**src/rtl/bcd_pkg.sv**
```systemverilog
package bcd_pkg;

    typedef enum logic [1:0] {
        OP_ADD = 2'b00,
        OP_SUB = 2'b01,
        OP_NEG = 2'b10,
        OP_ALT = 2'b11
    } bcd_op_e;

    // Correction value for one digit.
    localparam logic [3:0] DIGIT_FIX = 4'h6;

endpackage

```
**src/rtl/bcd_add_core.sv**
```systemverilog
module bcd_add_core #(
    parameter int NDIG = 2
) (
    input  logic [4*NDIG-1:0] a,
    input  logic [4*NDIG-1:0] b,
    input  logic              cin,
    output logic [4*NDIG-1:0] sum,
    output logic              carry,
    output logic              ovf
);
    localparam int W = 4 * NDIG;
    localparam logic [W-1:0] BIAS = {NDIG{bcd_pkg::DIGIT_FIX}};

    logic [W:0]   bin_sum;
    logic [W:0]   carry_in_bits;
    logic [W+1:0] biased;
    logic [W+1:0] over_nine;
    logic [NDIG-1:0] adj;
    logic [W:0]   corf;
    logic [W:0]   fixed;

    always_comb begin
        bin_sum       = {1'b0, a} + {1'b0, b} + {{W{1'b0}}, cin};
        carry_in_bits = {1'b0, a} ^ {1'b0, b} ^ bin_sum;
        biased        = {1'b0, bin_sum} + {2'b00, BIAS};
        over_nine     = biased ^ {1'b0, bin_sum};
    end

    for (genvar i = 0; i < NDIG; i++) begin : g_dig
        assign adj[i] = carry_in_bits[4*i+4] | over_nine[4*i+4];
        assign corf[4*i+3:4*i] = adj[i] ? bcd_pkg::DIGIT_FIX : 4'h0;
    end
    assign corf[W] = 1'b0;

    always_comb begin
        fixed = {1'b0, bin_sum[W-1:0]} + corf;
        sum   = fixed[W-1:0];
        carry = adj[NDIG-1] | fixed[W];
        ovf   = ~bin_sum[W-1] & fixed[W-1];
    end

endmodule

```
**src/rtl/bcd_sub_core.sv**
```systemverilog
module bcd_sub_core #(
    parameter int NDIG = 2
) (
    input  logic [4*NDIG-1:0] minu,
    input  logic [4*NDIG-1:0] subt,
    input  logic              bin_in,
    output logic [4*NDIG-1:0] diff,
    output logic              borrow,
    output logic              ovf
);
    localparam int W = 4 * NDIG;

    logic [W:0]      bin_diff;
    logic [W:0]      borrow_bits;
    logic [NDIG-1:0] adj;
    logic [W:0]      corf;
    logic [W:0]      fixed;

    always_comb begin
        bin_diff    = {1'b0, minu} - {1'b0, subt} - {{W{1'b0}}, bin_in};
        borrow_bits = {1'b0, minu} ^ {1'b0, subt} ^ bin_diff;
    end

    for (genvar i = 0; i < NDIG; i++) begin : g_dig
        assign adj[i] = borrow_bits[4*i+4];
        assign corf[4*i+3:4*i] = adj[i] ? bcd_pkg::DIGIT_FIX : 4'h0;
    end
    assign corf[W] = 1'b0;

    always_comb begin
        fixed  = {1'b0, bin_diff[W-1:0]} - corf;
        diff   = fixed[W-1:0];
        borrow = bin_diff[W] | fixed[W];
        ovf    = bin_diff[W-1] & ~fixed[W-1];
    end

endmodule

```
**src/rtl/bcd_unit.sv**
```systemverilog
module bcd_unit #(
    parameter int NDIG = 2,
    parameter int W    = 4 * NDIG
) (
    input  logic         clk,
    input  logic         rst_n,
    input  logic         in_valid,
    input  logic [1:0]   op_sel,
    input  logic [W-1:0] src_byte,
    input  logic [W-1:0] dst_byte,
    input  logic         x_in,
    input  logic         z_in,
    output logic         out_valid,
    output logic [W-1:0] result,
    output logic         x_out,
    output logic         n_out,
    output logic         z_out,
    output logic         v_out,
    output logic         c_out
);
    import bcd_pkg::*;

    typedef struct packed {
        logic         vld;
        logic [W-1:0] res;
        logic         xf;
        logic         nf;
        logic         zf;
        logic         vf;
        logic         cf;
    } stage_t;

    stage_t st_d, st_q;
    bcd_op_e op;

    logic [W-1:0] add_res, sub_res, minu_d;
    logic         add_cy, add_v, sub_bo, sub_v;

    assign op     = bcd_op_e'(op_sel);
    assign minu_d = (op == OP_NEG) ? '0 : dst_byte;

    bcd_add_core #(.NDIG(NDIG)) u_add (
        .a(dst_byte), .b(src_byte), .cin(x_in),
        .sum(add_res), .carry(add_cy), .ovf(add_v)
    );

    bcd_sub_core #(.NDIG(NDIG)) u_sub (
        .minu(minu_d), .subt(src_byte), .bin_in(x_in),
        .diff(sub_res), .borrow(sub_bo), .ovf(sub_v)
    );

    always_comb begin
        st_d     = st_q;
        st_d.vld = in_valid;
        if (in_valid) begin
            if (op == OP_SUB || op == OP_NEG) begin
                st_d.res = sub_res;
                st_d.cf  = sub_bo;
                st_d.vf  = sub_v;
            end else begin
                st_d.res = add_res;
                st_d.cf  = add_cy;
                st_d.vf  = add_v;
            end
            st_d.xf = st_d.cf;
            st_d.nf = st_d.res[W-1];
            st_d.zf = z_in & ~|st_d.res;
        end
    end

    always_ff @(posedge clk or negedge rst_n) begin
        if (!rst_n) st_q <= '0;
        else        st_q <= st_d;
    end

    assign out_valid = st_q.vld;
    assign result    = st_q.res;
    assign x_out     = st_q.xf;
    assign n_out     = st_q.nf;
    assign z_out     = st_q.zf;
    assign v_out     = st_q.vf;
    assign c_out     = st_q.cf;

endmodule

```
**config.mk**
```make
export PLATFORM = sky130hd
export DESIGN_NAME = bcd_unit
export DESIGN_NICKNAME = d
export VERILOG_FILES = /design/src/rtl/bcd_pkg.sv /design/src/rtl/bcd_add_core.sv /design/src/rtl/bcd_sub_core.sv /design/src/rtl/bcd_unit.sv
export SDC_FILE = /design/constraint.sdc
export NUM_CORES = 1
export LEC_CHECK = 0
export BUFFER_PORTS_ARGS = -buffer_cell sky130_fd_sc_hd__buf_2
export CORE_MARGIN = 4
export CORE_UTILIZATION = 58
export CTS_BUF_LIST = sky130_fd_sc_hd__clkbuf_4 sky130_fd_sc_hd__clkbuf_8
export CTS_CLUSTER_SIZE = 24
export DETAILED_ROUTE_END_ITERATION = 10
export MAX_ROUTING_LAYER = met4
export PLACE_DENSITY = 0.81
export SYNTH_ARGS = -nofsm -noshare
export SYNTH_HDL_FRONTEND = slang
export SYNTH_SLANG_ARGS = --single-unit
export TNS_END_PERCENT = 20
```
**constraint.sdc**
```tcl
create_clock -name clk -period 0.85 [get_ports clk]
set_input_delay 0.1275 -clock clk [delete_from_list [all_inputs] [get_ports clk]]
set_output_delay 0.1275 -clock clk [all_outputs]
set_load 0.01 [all_outputs]
```
==> results of run 1 <==
Yosys cell counts (2+ instances only):
library cell,count
inv_1,31
ha_1,29
nor2_1,13
dfrtp_1,12
nand2_1,12
nand2b_1,12
a21oi_1,11
o21ai_0,9
xnor2_1,9
xor2_1,7
fa_1,6
nor3_1,6
nand3_1,5
a21o_1,4
o211ai_1,4
and2_1,3
nand4_1,3
nor2b_1,3
or3_1,3
a32oi_1,2
a41oi_1,2
and3b_1,2
buf_4,2
clkbuf_1,2
mux2_2,2
mux2i_1,2
o2111ai_1,2
o22ai_1,2
o22ai_2,2
logic make-up after synthesis:
group	share of synthesized area, %
compound gates	21.6
xor+xnor	8.81
fa+ha+maj	25.2
buf+inv	7.28
flops	15.3
mux	2.17
simple gates	19.7
per-stage QoR:
| stage | setup WS, ns | util, % | setup TNS (ns) | cells |
|---|---|---|---|---|
| detailed placement | -3.48 | 87.9 | -27.74 | 375 |
| global placement | -3.36 | 87.9 | -26.52 | 375 |
| floorplan | -3.16 | - | -23.95 | 233 |
==> results.md, run 1 <==
Outcome:
- The run stopped with a tool error.
- The failing step is 4_1_cts.
- The first error in the log reads "[ERROR DPL-0033] detailed placement checks failed during check placement".

Clocking:
- Gates resized during post-CTS repair numbered 25.
- CTS built an H-tree with a depth of 1.
- Counting every sink on the clock net gives 12.
- After clock tree synthesis, the setup repair step added 10 buffers.
- The number of hold buffers added after CTS was 1.
- The clock tree root driver cell is clkbuf_4.
- The maximum buffer depth of the clock tree is 2.
- The number of clock buffers added by TritonCTS is 3.

Synthesis:
- Summing the sequential cell areas from Yosys gives approximately 15% of the chip area.
- The number of warnings issued by yosys is 0.
- After synthesis, the share of flip-flops with an asynchronous set or reset is 100%.
- The number of distinct library cells after synthesis is 60.
- After synthesis the netlist holds a flip-flop and latch count of 12.
- The average size of a mapped cell is 8.41 sq um.
- The synthesized netlist occupies a cell area of 0.00196 sq mm.
- The post-synthesis cell count is 233.
- Counting flops with a built-in enable in the synthesized netlist gives 0.
- In this run the biggest area consumer among cell types represents 18.5% of the synthesized area.
- Ranked by total cell area, the synthesized netlist is headed by ha_1, dfrtp_1, fa_1.
- The number of nets handed over by synthesis was 291.
- The largest area contributor in the netlist is ha_1.
- The primary flip-flop cell chosen by synthesis mapping is dfrtp_1.

Placed design:
- The count of port buffers added during placement is 36.
- Summed over all nets, the half-perimeter wirelength after detailed placement is 4750 um.
- The post-detailed-placement cell area is around 0.0028 sq mm.
- At the end of routability-driven placement, the weighted congestion stood at 0.826.

Die:
- For this design the top-level I/O count stands at 37.
- The die outline width is roughly 66 um.
- Measured along the y axis, the die boundary spans 66.1 um.
- The cell row count is 20.
- The effective utilization at floorplan is 62.1%.
==> inputs of run 2 (changes only) <==
Settings changed: CORE_UTILIZATION 58 to 40, CTS_BUF_LIST sky130_fd_sc_hd__clkbuf_4 sky130_fd_sc_hd__clkbuf_8 to not set, CTS_CLUSTER_SIZE 24 to not set, MAX_ROUTING_LAYER met4 to not set, PLACE_DENSITY 0.81 to not set, PLACE_DENSITY_LB_ADDON set to 0.15.
==> run 2 against run 1 <==
  * The flow now finishes, with violations (setup timing)
  * Synthesized area stayed put
  * Synthesized cell count unchanged
==> results.md, run 2 <==
Outcome:
- The run finished, with violations left.
- The final reports fail on setup timing.

Setup path:
- The worst setup path is captured at a register.
- STA classifies the critical path startpoint as an input port.
- STA puts the critical path data arrival time at 4.05 ns.
- In this run the worst setup path begins at op_sel[0].
- The critical path is of the input port to register type.
- Along the worst path, the maximum fanout reaches 3.
- The startpoint of the worst register-to-register path is z_out.
- The data required time of the critical path is approximately 0.96 ns.

Layout:
- The flip-flop count of the largest register after layout is 8.
- Counting the fill cells in the layout gives 371.
- The fraction of layout cells with a size suffix above 1 is 51.3%.
- The most frequent standard cell in the layout excluding fill and tap cells is buf_4.
- At the end of the flow the core is filled with cells to ~68%.
- The final standard cell count with taps included and fillers excluded is 416.
- The area growth from synthesis to layout is 64.6%.
- In the layout the commonest cells are buf_4, buf_2, inv_1.
- The area of all sequential standard cells is 300 sq um.
- The total number of nets in the final design is 409.
- The final instance area is roughly 0.0032 sq mm.
- The count of antenna diodes in the layout is 0.
- The area used by multi-input combinational logic is 0.00181 sq mm.

Drt:
- After detailed routing, the number of vias per cell comes to ~4.9.
- The detailed router placed approximately 2,000 vias in this run.
- The routed design has 5170 um of wire.
- The total iterations of the first detailed-routing run is 4.
- The detail route stage leaves a number of antenna-violating nets equal to 0.
- After detailed routing, the average wire length per cell comes to approximately 12 um.
- The count of unresolved DRC violations after routing is 0.
- For this block, the initial DRC count from the detailed router was 58.

Timing:
- After routing, the total negative slack on setup checks comes to -24.61 ns.
- Across all setup checks in the final design, the least slack found is -3.09 ns.
- The worst pin sits at a relative slew slack of around 79%.
- The highest clock rate is 254 MHz.
- The total of endpoints with negative setup slack in the final report is 24.
- Of the available clock period, the critical path in the final layout requires 463%.
- The clock arrives with 0 ns of skew.
- The smallest clock period supported by the final layout is computed as 3.94 ns.
- The hold violation total from the final report is 0.
- The actual transition at the worst max-transition pin is 0.319 ns.
- The number of slew-limit violations in the final report is 0.
- Setup repair after global routing could not meet its margin everywhere.

Global routing:
- The global-route wire length before repair is 8670 um.
- The initial antenna violation count is 0.
- The via count of the first global-routing pass is 2,008.
- Global routing used 17.1% of the available tracks.
- Global routing finished with a remaining overflow of 0.
- The pin count of the biggest net entering global routing is 18.

Placed design:
- The worst slack after detailed placement is -3.44 ns (+0.0393 ns).
- The post-detailed-placement cell area is 0.00282 sq mm (+1.8%).
- The cell total after placement was 399 (+6.4%).
- The final weighted congestion of routability-driven global placement is 0.795 (-3.7%).
- The count of port buffers added during placement came to 36 (unchanged).
- The post-DP HPWL is 4190 um (-12%).

Synthesis:
- The post-synthesis cell count was 233 (unchanged).
- The number of warnings issued by yosys was 0 (unchanged).
- The number of synthesized register bits is 12 (unchanged).
- In the synthesized netlist, the cells that appear most often are inv_1, ha_1, nor2_1.
- The area share of the largest cell type after synthesis is 18.5% (unchanged).
- The average size of a mapped cell is 8.41 sq um (unchanged).
- The largest area contributor in the netlist is ha_1.
- The number of enable-type register cells in the synthesized netlist was 0 (unchanged).
- The async set-reset flop share out of synthesis came to 100% (unchanged).
- The most instantiated library cell after synthesis is inv_1.
- The cell area after synthesis is 0.00196 sq mm (unchanged).
- For this run, the leading register cell type out of synthesis is dfrtp_1.
- After synthesis, the cell types taking the most area are ha_1, dfrtp_1, fa_1.
- The number of distinct library cells after synthesis came to 60 (unchanged).
- The net count after synthesis is 291 (unchanged).
- The sequential share of the synthesized area came to 15.3% (unchanged).

Hold path:
- In this run the most critical hold path is launched from in_valid.
- The worst hold-check path type is input port to register.

Power and ir drop:
- In this run the power density over the cells is around 2200 mW/mm^2.
- The maximum VDD drop is 0.000896 V.
- In this run the static leakage power is 1.56 nW.

Clocking:
- The CTS buffer count is 3 (unchanged).
- TritonCTS built the clock tree.
- The maximum level of the CTS H-tree is 1 (unchanged).
- The number of sinks on the clock net is 12 (unchanged).
- The insertion delay of the later-clocked pin in the worst-skew pair is 0.23 ns.
- The maximum buffer depth of the clock tree came to 2 (unchanged).
- After clock tree synthesis, the clock-pin slew on the worst setup and hold paths is ~0.05 ns.
- The clock tree root driver cell is clkbuf_8.

Die:
- The core region is 0.00472 sq mm.
- The die area is 0.00608 sq mm.
- The cell row count is 25 (+25%).
- The number of top-level pins is 37 (unchanged).
- The die outline width is 78.0 um (+18%).
- The height of the die is 78.0 um (+18%).
- The effective utilization at floorplan came to 41.5% (-21 points).

Run:
- Across the run, the number of max-cap violations was 0.
run 2: cells by family after synthesis:
family | synth area share, %
simple gates | 19.7
mux | 2.17
fa+ha+maj | 25.2
flops | 15.3
buf+inv | 7.28
xor+xnor | 8.81
compound gates | 21.6
run 2: area by class of cell:
class                           instances  share of cell area (%)
Clock buffer                            3                    1.28
Inverter                               31                    4.07
Multi-Input combinational cell        185                    56.2
Sequential cell                        12                    9.31
Tap cell                               67                    2.60
Timing Repair Buffer                  118                    26.5
run 2: where the power goes:
| part | leakage (nW) | internal, W | switching (W) |
|---|---|---|---|
| clock network | 0.0216 | 0.000309 | 0.000175 |
| logic | 1.39 | 0.00321 | 0.00264 |
| registers | 0.141 | 0.000779 | 0.000102 |
| total | 1.56 | 0.00429 | 0.00292 |
run 2: layer usage:
layer / GRT usage, % / part of all wire, %
met5: 0 / 0
met4: 3.15 / 0.99
met3: 1.28 / 3.2
met2: 32.9 / 52
met1: 20.7 / 43
run 2: worst max-delay path, cell delays in order:
cell and delay, ns:
buf_8 0.08, inv_8 0.03, ha_4 0.16, nand2b_4 0.14
fa_2 0.35, fa_2 0.41, and3b_2 0.25, buf_6 0.12
o21bai_4 0.17, a21oi_4 0.09, o21ai_2 0.17, a21oi_2 0.09
xnor2_2 0.17, buf_4 0.16, ha_4 0.25, nor2b_1 0.14
nor2_1 0.05, ha_1 0.33, nor4_2 0.06, o211a_1 0.10
a32oi_1 0.15, o211ai_1 0.13, a41oi_1 0.22, o21ai_1 0.10
run 2: per-stage QoR:
stage          hold WS, ns  power (W)
3_3_place_gp        0.0133    0.00539
5_1_grt              0.257    0.00779
3_5_place_dp        0.0167    0.00546
4_1_cts              0.231    0.00661
6_report             0.231    0.00721
2_1_floorplan       -0.168    0.00354
run 2: worst paths after layout:
path | slack, ns | endpoint | cells after the start
max in group asynchronous | 0.35 | result[5] | 2
min in group asynchronous | 0.30 | result[1] | 2
worst max register to register | -0.06 | z_out | 3
worst min register to register | 0.50 | result[4] | 1
worst min-delay path | 0.23 | result[2] | 3
worst max-delay path | -3.09 | z_out | 24
run 2: timing repair:
item | CTS | global route
hold endpoints to repair | 12 | 0
pin swaps | 34 | 16
gates cloned | 0 | 0
hold buffers | 1 | 0
buffers inserted | 13 | 7
setup endpoints to repair | 24 | 25
resized for setup | 30 | 20
Power figures use the tool's default switching activity.
